## config.mk

```make
export PLATFORM = sky130hd
export DESIGN_NAME = smb_slv_rd
export DESIGN_NICKNAME = d
export VERILOG_FILES = /design/src/rtl/smb_slv_pkg.sv /design/src/rtl/smb_line_sync.sv /design/src/rtl/smb_addr_match.sv /design/src/rtl/smb_byte_shifter.sv /design/src/rtl/smb_slv_rd.sv
export SDC_FILE = /design/constraint.sdc
export NUM_CORES = 1
export LEC_CHECK = 0
export CELL_PAD_IN_SITES_DETAIL_PLACEMENT = 0
export CELL_PAD_IN_SITES_GLOBAL_PLACEMENT = 1
export CORE_MARGIN = 3
export CORE_UTILIZATION = 40
export DETAILED_ROUTE_END_ITERATION = 10
export PLACE_DENSITY = 0.88
export SLEW_MARGIN = 20
export SYNTH_ARGS = -nofsm -noshare
export SYNTH_HDL_FRONTEND = slang
export SYNTH_SLANG_ARGS = --single-unit
```

## constraint.sdc

```tcl
create_clock -name clk -period 2.65 [get_ports clk]
set_clock_uncertainty 0.1 [all_clocks]
set_input_delay 0.53 -clock clk [delete_from_list [all_inputs] [get_ports clk]]
set_output_delay 0.53 -clock clk [all_outputs]
set_load 0.01 [all_outputs]
```

## src/rtl/smb_slv_pkg.sv

```systemverilog
package smb_slv_pkg;

  typedef enum logic [3:0] {
    ST_IDLE,
    ST_ADDR,
    ST_ADEC,
    ST_AACK,
    ST_TX,
    ST_TACK,
    ST_TNACK,
    ST_RXHOLD,
    ST_IGNORE
  } slv_state_e;

  localparam int STAT_W    = 4;
  localparam int SB_MASTER = 3;
  localparam int SB_TXMODE = 2;
  localparam int SB_STA    = 1;
  localparam int SB_STO    = 0;

endpackage

```

## src/rtl/smb_line_sync.sv

```systemverilog
module smb_line_sync #(
  parameter int STAGES = 2
) (
  input  logic clk,
  input  logic rst_n,
  input  logic line_i,
  output logic sync_o,
  output logic prev_o
);

  logic [STAGES:0] chain_q;

  always_ff @(posedge clk or negedge rst_n) begin
    if (!rst_n) chain_q <= '1;
    else        chain_q <= {chain_q[STAGES-1:0], line_i};
  end

  assign sync_o = chain_q[STAGES-1];
  assign prev_o = chain_q[STAGES];

endmodule

```

## src/rtl/smb_addr_match.sv

```systemverilog
module smb_addr_match #(
  parameter int AW = 7
) (
  input  logic [AW-1:0] addr_i,
  input  logic [AW-1:0] own_i,
  input  logic [AW-1:0] mask_i,
  output logic          hit_o
);

  logic [AW-1:0] bit_ok;

  for (genvar g = 0; g < AW; g++) begin : g_bit
    assign bit_ok[g] = ~mask_i[g] | (addr_i[g] ~^ own_i[g]);
  end

  assign hit_o = &bit_ok;

endmodule

```

## src/rtl/smb_byte_shifter.sv

```systemverilog
module smb_byte_shifter #(
  parameter int DW = 8
) (
  input  logic          clk,
  input  logic          rst_n,
  input  logic          load_i,
  input  logic [DW-1:0] load_val_i,
  input  logic          shift_i,
  input  logic          ser_i,
  output logic [DW-1:0] q_o
);

  logic [DW-1:0] q_n;

  always_comb begin
    q_n = q_o;
    if (load_i)       q_n = load_val_i;
    else if (shift_i) q_n = {q_o[DW-2:0], ser_i};
  end

  always_ff @(posedge clk or negedge rst_n) begin
    if (!rst_n) q_o <= '0;
    else        q_o <= q_n;
  end

endmodule

```

## src/rtl/smb_slv_rd.sv

```systemverilog
module smb_slv_rd
  import smb_slv_pkg::*;
#(
  parameter int AW          = 7,
  parameter int DW          = 8,
  parameter int SYNC_STAGES = 2
) (
  input  logic              clk,
  input  logic              rst_n,
  input  logic              scl_i,
  input  logic              sda_i,
  output logic              sda_pull_o,
  input  logic              slv_inhibit_i,
  input  logic              hw_ack_en_i,
  input  logic [AW-1:0]     own_addr_i,
  input  logic [AW-1:0]     addr_mask_i,
  input  logic              dat_wr_i,
  input  logic [DW-1:0]     dat_i,
  input  logic              ack_wr_i,
  input  logic              ack_val_i,
  input  logic              irq_clr_i,
  output logic              irq_o,
  output logic              ack_req_o,
  output logic              err_o,
  output logic [STAT_W-1:0] status_o,
  output logic [AW-1:0]     rx_addr_o
);

  localparam int CW = $clog2(DW);
  localparam logic [CW-1:0] LAST_BIT = CW'(DW - 1);

  // reset: asynchronous assert, synchronous release
  logic [1:0] rst_pipe_q;
  logic       rst_int_n;

  always_ff @(posedge clk or negedge rst_n) begin
    if (!rst_n) rst_pipe_q <= '0;
    else        rst_pipe_q <= {rst_pipe_q[0], 1'b1};
  end
  assign rst_int_n = rst_pipe_q[1];

  // line sampling
  logic [1:0] raw_lines, sync_lines, prev_lines;
  assign raw_lines = {sda_i, scl_i};

  for (genvar g = 0; g < 2; g++) begin : g_line
    smb_line_sync #(.STAGES(SYNC_STAGES)) u_sync (
      .clk    (clk),
      .rst_n  (rst_int_n),
      .line_i (raw_lines[g]),
      .sync_o (sync_lines[g]),
      .prev_o (prev_lines[g])
    );
  end

  logic scl_s, scl_p, sda_s, sda_p;
  logic scl_rise, scl_fall, start_ev, stop_ev;
  assign scl_s    = sync_lines[0];
  assign scl_p    = prev_lines[0];
  assign sda_s    = sync_lines[1];
  assign sda_p    = prev_lines[1];
  assign scl_rise = scl_s & ~scl_p;
  assign scl_fall = ~scl_s & scl_p;
  assign start_ev = scl_s & scl_p & sda_p & ~sda_s;
  assign stop_ev  = scl_s & scl_p & ~sda_p & sda_s;

  // state
  slv_state_e    state_q, state_n;
  logic [CW-1:0] bcnt_q, bcnt_n;
  logic [AW-1:0] addr_q, addr_n;
  logic [DW-1:0] dat_q, dat_n;
  logic          dat_full_q, dat_full_n;
  logic          sw_dec_q, sw_dec_n;
  logic          ack_req_q, ack_req_n;
  logic          ackbit_q, ackbit_n;
  logic          nack_q, nack_n;
  logic          irq_q, irq_n, err_q, err_n, sta_q, sta_n, sto_q, sto_n;
  logic          irq_set, sta_set, sto_set, err_set;
  logic          sh_load, sh_shift, sh_ser;
  logic [DW-1:0] sh_q;
  logic          addr_hit, txmode;

  smb_addr_match #(.AW(AW)) u_match (
    .addr_i (addr_q),
    .own_i  (own_addr_i),
    .mask_i (addr_mask_i),
    .hit_o  (addr_hit)
  );

  smb_byte_shifter #(.DW(DW)) u_shift (
    .clk        (clk),
    .rst_n      (rst_int_n),
    .load_i     (sh_load),
    .load_val_i (dat_q),
    .shift_i    (sh_shift),
    .ser_i      (sh_ser),
    .q_o        (sh_q)
  );

  assign txmode = (state_q == ST_TX) || (state_q == ST_TACK) || (state_q == ST_TNACK);

  always_comb begin
    state_n    = state_q;
    bcnt_n     = bcnt_q;
    addr_n     = addr_q;
    dat_n      = dat_q;
    dat_full_n = dat_full_q;
    sw_dec_n   = sw_dec_q;
    ack_req_n  = ack_req_q;
    ackbit_n   = ackbit_q;
    nack_n     = nack_q;
    sh_load    = 1'b0;
    sh_shift   = 1'b0;
    sh_ser     = sda_s;
    irq_set    = 1'b0;
    sta_set    = 1'b0;
    sto_set    = 1'b0;

    case (state_q)
      ST_ADDR: begin
        if (scl_rise) begin
          sh_shift = 1'b1;
          if (bcnt_q == LAST_BIT) begin
            bcnt_n = '0;
            if (sda_s) begin
              state_n  = ST_ADEC;
              addr_n   = sh_q[AW-1:0];
              sw_dec_n = 1'b0;
              if (!hw_ack_en_i) begin
                irq_set   = 1'b1;
                ack_req_n = 1'b1;
              end
            end else begin
              state_n = ST_IGNORE;
            end
          end else begin
            bcnt_n = bcnt_q + CW'(1);
          end
        end
      end
      ST_ADEC: begin
        if (ack_wr_i && ack_req_q) begin
          sw_dec_n  = ack_val_i;
          ack_req_n = 1'b0;
        end
        if (scl_fall) begin
          ack_req_n = 1'b0;
          if (hw_ack_en_i ? addr_hit : sw_dec_q) state_n = ST_AACK;
          else                                    state_n = ST_IGNORE;
        end
      end
      ST_AACK: begin
        if (scl_rise && hw_ack_en_i) irq_set = 1'b1;
        if (scl_fall) begin
          bcnt_n = '0;
          if (dat_full_q) begin
            sh_load = 1'b1;
            state_n = ST_TX;
          end else begin
            state_n = ST_RXHOLD;
          end
        end
      end
      ST_TX: begin
        sh_ser = 1'b0;
        if (scl_fall) begin
          if (bcnt_q == LAST_BIT) begin
            bcnt_n  = '0;
            state_n = ST_TACK;
          end else begin
            sh_shift = 1'b1;
            bcnt_n   = bcnt_q + CW'(1);
          end
        end
      end
      ST_TACK: begin
        if (scl_rise) begin
          ackbit_n = ~sda_s;
          nack_n   = sda_s;
          irq_set  = 1'b1;
        end
        if (scl_fall) begin
          if (ackbit_q && dat_full_q) begin
            sh_load = 1'b1;
            state_n = ST_TX;
          end else if (ackbit_q) begin
            state_n = ST_RXHOLD;
          end else begin
            state_n = ST_TNACK;
          end
        end
      end
      default: ;
    endcase

    if (sh_load) dat_full_n = 1'b0;
    if (dat_wr_i) begin
      dat_n      = dat_i;
      dat_full_n = 1'b1;
    end

    if (start_ev) begin
      state_n   = slv_inhibit_i ? ST_IGNORE : ST_ADDR;
      bcnt_n    = '0;
      nack_n    = 1'b0;
      ack_req_n = 1'b0;
      sta_set   = ~slv_inhibit_i;
    end else if (stop_ev) begin
      state_n   = ST_IDLE;
      nack_n    = 1'b0;
      ack_req_n = 1'b0;
      sto_set   = (state_q != ST_IDLE);
    end
  end

  always_comb begin
    err_set = dat_wr_i & nack_q & irq_q & txmode;
    irq_n   = irq_set | (irq_q & ~irq_clr_i);
    err_n   = err_set | (err_q & ~irq_clr_i);
    sta_n   = sta_set | (sta_q & ~irq_clr_i);
    sto_n   = sto_set | (sto_q & ~irq_clr_i);
  end

  always_ff @(posedge clk or negedge rst_int_n) begin
    if (!rst_int_n) begin
      state_q    <= ST_IDLE;
      bcnt_q     <= '0;
      addr_q     <= '0;
      dat_q      <= '0;
      dat_full_q <= 1'b0;
      sw_dec_q   <= 1'b0;
      ack_req_q  <= 1'b0;
      ackbit_q   <= 1'b0;
      nack_q     <= 1'b0;
      irq_q      <= 1'b0;
      err_q      <= 1'b0;
      sta_q      <= 1'b0;
      sto_q      <= 1'b0;
    end else begin
      state_q    <= state_n;
      bcnt_q     <= bcnt_n;
      addr_q     <= addr_n;
      dat_q      <= dat_n;
      dat_full_q <= dat_full_n;
      sw_dec_q   <= sw_dec_n;
      ack_req_q  <= ack_req_n;
      ackbit_q   <= ackbit_n;
      nack_q     <= nack_n;
      irq_q      <= irq_n;
      err_q      <= err_n;
      sta_q      <= sta_n;
      sto_q      <= sto_n;
    end
  end

  assign sda_pull_o = (state_q == ST_AACK) || ((state_q == ST_TX) && !sh_q[DW-1]);
  assign irq_o      = irq_q;
  assign ack_req_o  = ack_req_q;
  assign err_o      = err_q;
  assign rx_addr_o  = addr_q;
  assign status_o   = {1'b0, txmode, sta_q, sto_q};

  AST_REQ_WITH_IRQ: assert property (@(posedge clk) disable iff (!rst_int_n)
    $rose(ack_req_q) |-> $rose(irq_q));
  AST_REQ_MANUAL_ONLY: assert property (@(posedge clk) disable iff (!rst_int_n)
    $rose(ack_req_q) |-> !$past(hw_ack_en_i));
  AST_IGNORE_NO_IRQ: assert property (@(posedge clk) disable iff (!rst_int_n)
    (state_q == ST_IGNORE) |=> !$rose(irq_q));
  AST_DRIVE_SCL_LOW: assert property (@(posedge clk) disable iff (!rst_int_n)
    !$stable(sda_pull_o) |-> !scl_s);
  AST_ERR_IN_TX: assert property (@(posedge clk) disable iff (!rst_int_n)
    $rose(err_q) |-> status_o[SB_TXMODE]);
  AST_STOP_ENDS_TX: assert property (@(posedge clk) disable iff (!rst_int_n)
    stop_ev |=> !status_o[SB_TXMODE]);

endmodule

```

==> summary.txt <==
Logic synthesis
  • Number of flops mapped to enable cells by yosys: 0
  • Post-synth top cells: 41 x dfrtp_1, 27 x nand2_1, 16 x mux2_2
  • Synth top area share: 0.434
  • Synth Register Bits: 47
  • Main combinational cell family by area after synthesis: simple AND/OR/NAND/NOR gates
  • Post-synth top area cell: dfrtp_1
  • Post-synthesis simple-gate area fraction: 0.147
  • Count leader, synth: dfrtp_1
  • XOR/XNOR share of the synthesized area: 0.0296
  • Gate Count Post-Synth: approximately 220
  • Synth Cell Area: roughly 2400 sq um
  • Synth Flop Type: dfrtp_1
  • Compound-cell area share of the yosys netlist: 0.142
  • Top cells by area, synth: dfrtp_1 43%, mux2_2 7.6%, dfstp_2 6.7%
  • Multiplexer area fraction after synthesis: 0.123
  • Net count after synthesis: 253
  • Register area share after synthesis: 0.501
  • Netlist cell types: 52
  • Syn. warnings: 0
  • Async set or reset register ratio after synthesis: 1.00
  • Syn avg cell area: roughly 11 sq um
  • Adder-cell share of the synthesized area: 0.0106

Die
  • Num rows: 27
  • DIE WIDTH: 82.9 um
  • I/O pins: 47
  • Die Ht: 82.9 um
  • Core area: about 5600 sq um
  • DIE AREA: approximately 7000 sq um
  • Initial Utilization: 0.422

CTS
  • Clock sinks: 47
  • Hold_buf cts: 0
  • Clock H-tree levels: 2
  • CTS tree: yes
  • CTS Buf Count: 5
  • Clk slew on worst S/H paths: approximately 0.080 ns
  • CTS max path bufs: 2
  • Skew-Pair Late Insertion Delay: ~0.30 ns
  • CTS root buf: clkbuf_8
  • Post-CTS Setup Inserts: 0
  • Post_cts resized: 0

STA
  • Worst Max-Slew Pin Slew: between 0.9 and 1 ns
  • Final worst-path cycle share: 0.947
  • WHS: roughly 0.26 ns
  • Setup TNS: 0 ns
  • PnR worst setup slack: 0.141 ns
  • Max Slew Vio Count: 0
  • Fmax: 399 MHz
  • Final Setup Violations: 0
  • Slew headroom: 0.371
  • Endpoints failing hold: 0
  • RSZ-0062 raised after global routing: false
  • Tmin final: roughly 2.5 ns

Worst setup path
  • Reg2reg path depth: 6
  • WS Path Type: register to output port
  • RR Endpoint: state_q[3]$_DFFE_PN0P_
  • Worst Path Required: 2.02 ns
  • Max stage delay on crit path: 0.55 ns
  • Critical-path cell list: nor2b_1 > and2_1 > clkdlybuf4s50_1
  • R2R Setup Slk: roughly 0.39 ns
  • Critical path arrival: about 1.9 ns
  • CP max-delay cell: clkdlybuf4s50_1
  • RR Startpoint: state_q[2]$_DFFE_PN0P_
  • CP Capture Type: output port
  • Largest fanout on the critical path: 7
  • Setup crit start kind: register

Pwr
  • Worst VDD drop: 0.356 mV
  • PwrDens: a little under 700 nW/um^2
  • Leakage: ~1.3 nW
  • Total Power: about 2 mW

Placement
  • HPWL Detailed: 3.89 mm
  • Count of input and output buffers: 45
  • Placer Congestion: slightly above 0.9
  • Area post-placement: just under 3000 sq um
  • Worst slack, placed: between 0.3 and 0.4 ns
  • Placed instance count: 330

Cells and area
  • Layout cells sized above 1: 0.162
  • Utilization after layout: 0.535
  • Post-synthesis to final-layout area growth: 26.9%
  • Layout Nets: between 200 and 300
  • Ant. Diodes: 0
  • Final non-filler cell area: between 3000 and 4000 sq um
  • Final std cells w/o fill: 338

Global route
  • Vias in the first global route: ~1,700
  • Largest net degree at the start of global routing: 46
  • Initial antenna violation count: 0
  • Overall routing resource usage: 0.153
  • First-pass GRT wire length: 8.54 mm
  • GR Overflow Total: 0

Drt
  • Post-route DRC violation count: 0
  • WL per Instance: ~15 um
  • Pre-antenna DRT Iters: 4
  • Detailed router's first-iteration violation count: 150
  • Avg Vias per Cell: 5.33
  • Via Count: about 1,800
  • Total wire length: just over 5 mm
  • DRT antenna net count: 0

Run status
  • Status: finished, final reports clean

Min path
  • Hold Crit Start: g_line[1].u_sync.chain_q[0]$_DFF_PN1_
  • Hold endpoint: g_line[1].u_sync.chain_q[1]$_DFF_PN1_
  • Min-Delay Path Depth: 0
  • Hold Path Class: register to register

Job
  • Max-cap violation count: 0
==> worst max-delay path, delay by kind of cell, from the launching register on <==
family	cells	cell delay, ns
and+or+nand+nor	2	0.57
buffers and inverters	1	0.55
DFF	1	0.46
==> power breakdown <==
group	switching (mW)	internal (mW)
sequential	0.146	0.845
combinational	0.265	0.279
clock	0.243	0.281
==> kinds of logic (layout without fill, tap and decap cells) <==
family                     Yosys count  count (layout)
xor gates and xnor gates             8               8
adders and majority gates            2               2
and+or+nand+nor                     63              63
DFF                                 47              47
other                                2               2
buffers and inverters               22              69
muxes                               27              27
AOI/OAI and AO/OA                   48              48
==> sequential cells by signal, summed over array words and instances, names as in the netlist <==
| name | cells |
|---|---|
| ack_req_o | 1 |
| dat_full_q | 1 |
| ackbit_q | 1 |
| state_q | 4 |
| rst_pipe_q | 2 |
| rx_addr_o | 7 |
| sta_q | 1 |
| dat_q | 8 |
| u_shift.q_o | 8 |
| sto_q | 1 |
| nack_q | 1 |
| sw_dec_q | 1 |
| g_line.u_sync.chain_q | 6 |
| irq_o | 1 |
| bcnt_q | 3 |
| err_o | 1 |
==> placed cells by master, fill, tap and decap left out, types with 7 or more instances in the layout <==
cell type        count
clkdlybuf4s50_1     45
dfrtp_1             38
inv_1               11
mux2_2              16
mux2i_1             10
nand2_1             27
nor2b_1              7
o21ai_0             14
xor2_1               7
==> layout make-up <==
class | instances | area [sq um]
fill | 527 | 2610
sequential | 47 | 1190
multi-input combinational | 150 | 1080
timing repair buffer | 50 | 488
tap | 72 | 90.1
clock buffer | 5 | 68.8
clock inverter | 3 | 43.8
inverter | 11 | 41.3
==> layer usage <==
layer	global-route usage	wire length [um]
met3	0.0248	191
met4	0.0594	61
met5	0	0
met2	0.249	2500
met1	0.204	2420
==> worst max-delay path by stage <==
stage | start | end | slack [ns] | cells past startpoint
2_1_floorplan | state_q[2]$_DFFE_PN0P_ | state_q[3]$_DFFE_PN0P_ | 0.69 | 5
3_3_place_gp | state_q[0]$_DFFE_PN0P_ | sda_pull_o | 0.40 | 4
3_5_place_dp | state_q[0]$_DFFE_PN0P_ | sda_pull_o | 0.35 | 4
4_1_cts | state_q[0]$_DFFE_PN0P_ | sda_pull_o | 0.007 | 4
5_1_grt | state_q[1]$_DFFE_PN0P_ | sda_pull_o | 0.06 | 4
6_report | state_q[2]$_DFFE_PN0P_ | status_o[2] | 0.14 | 3
Note: power is estimated with default switching activity, not from simulation.
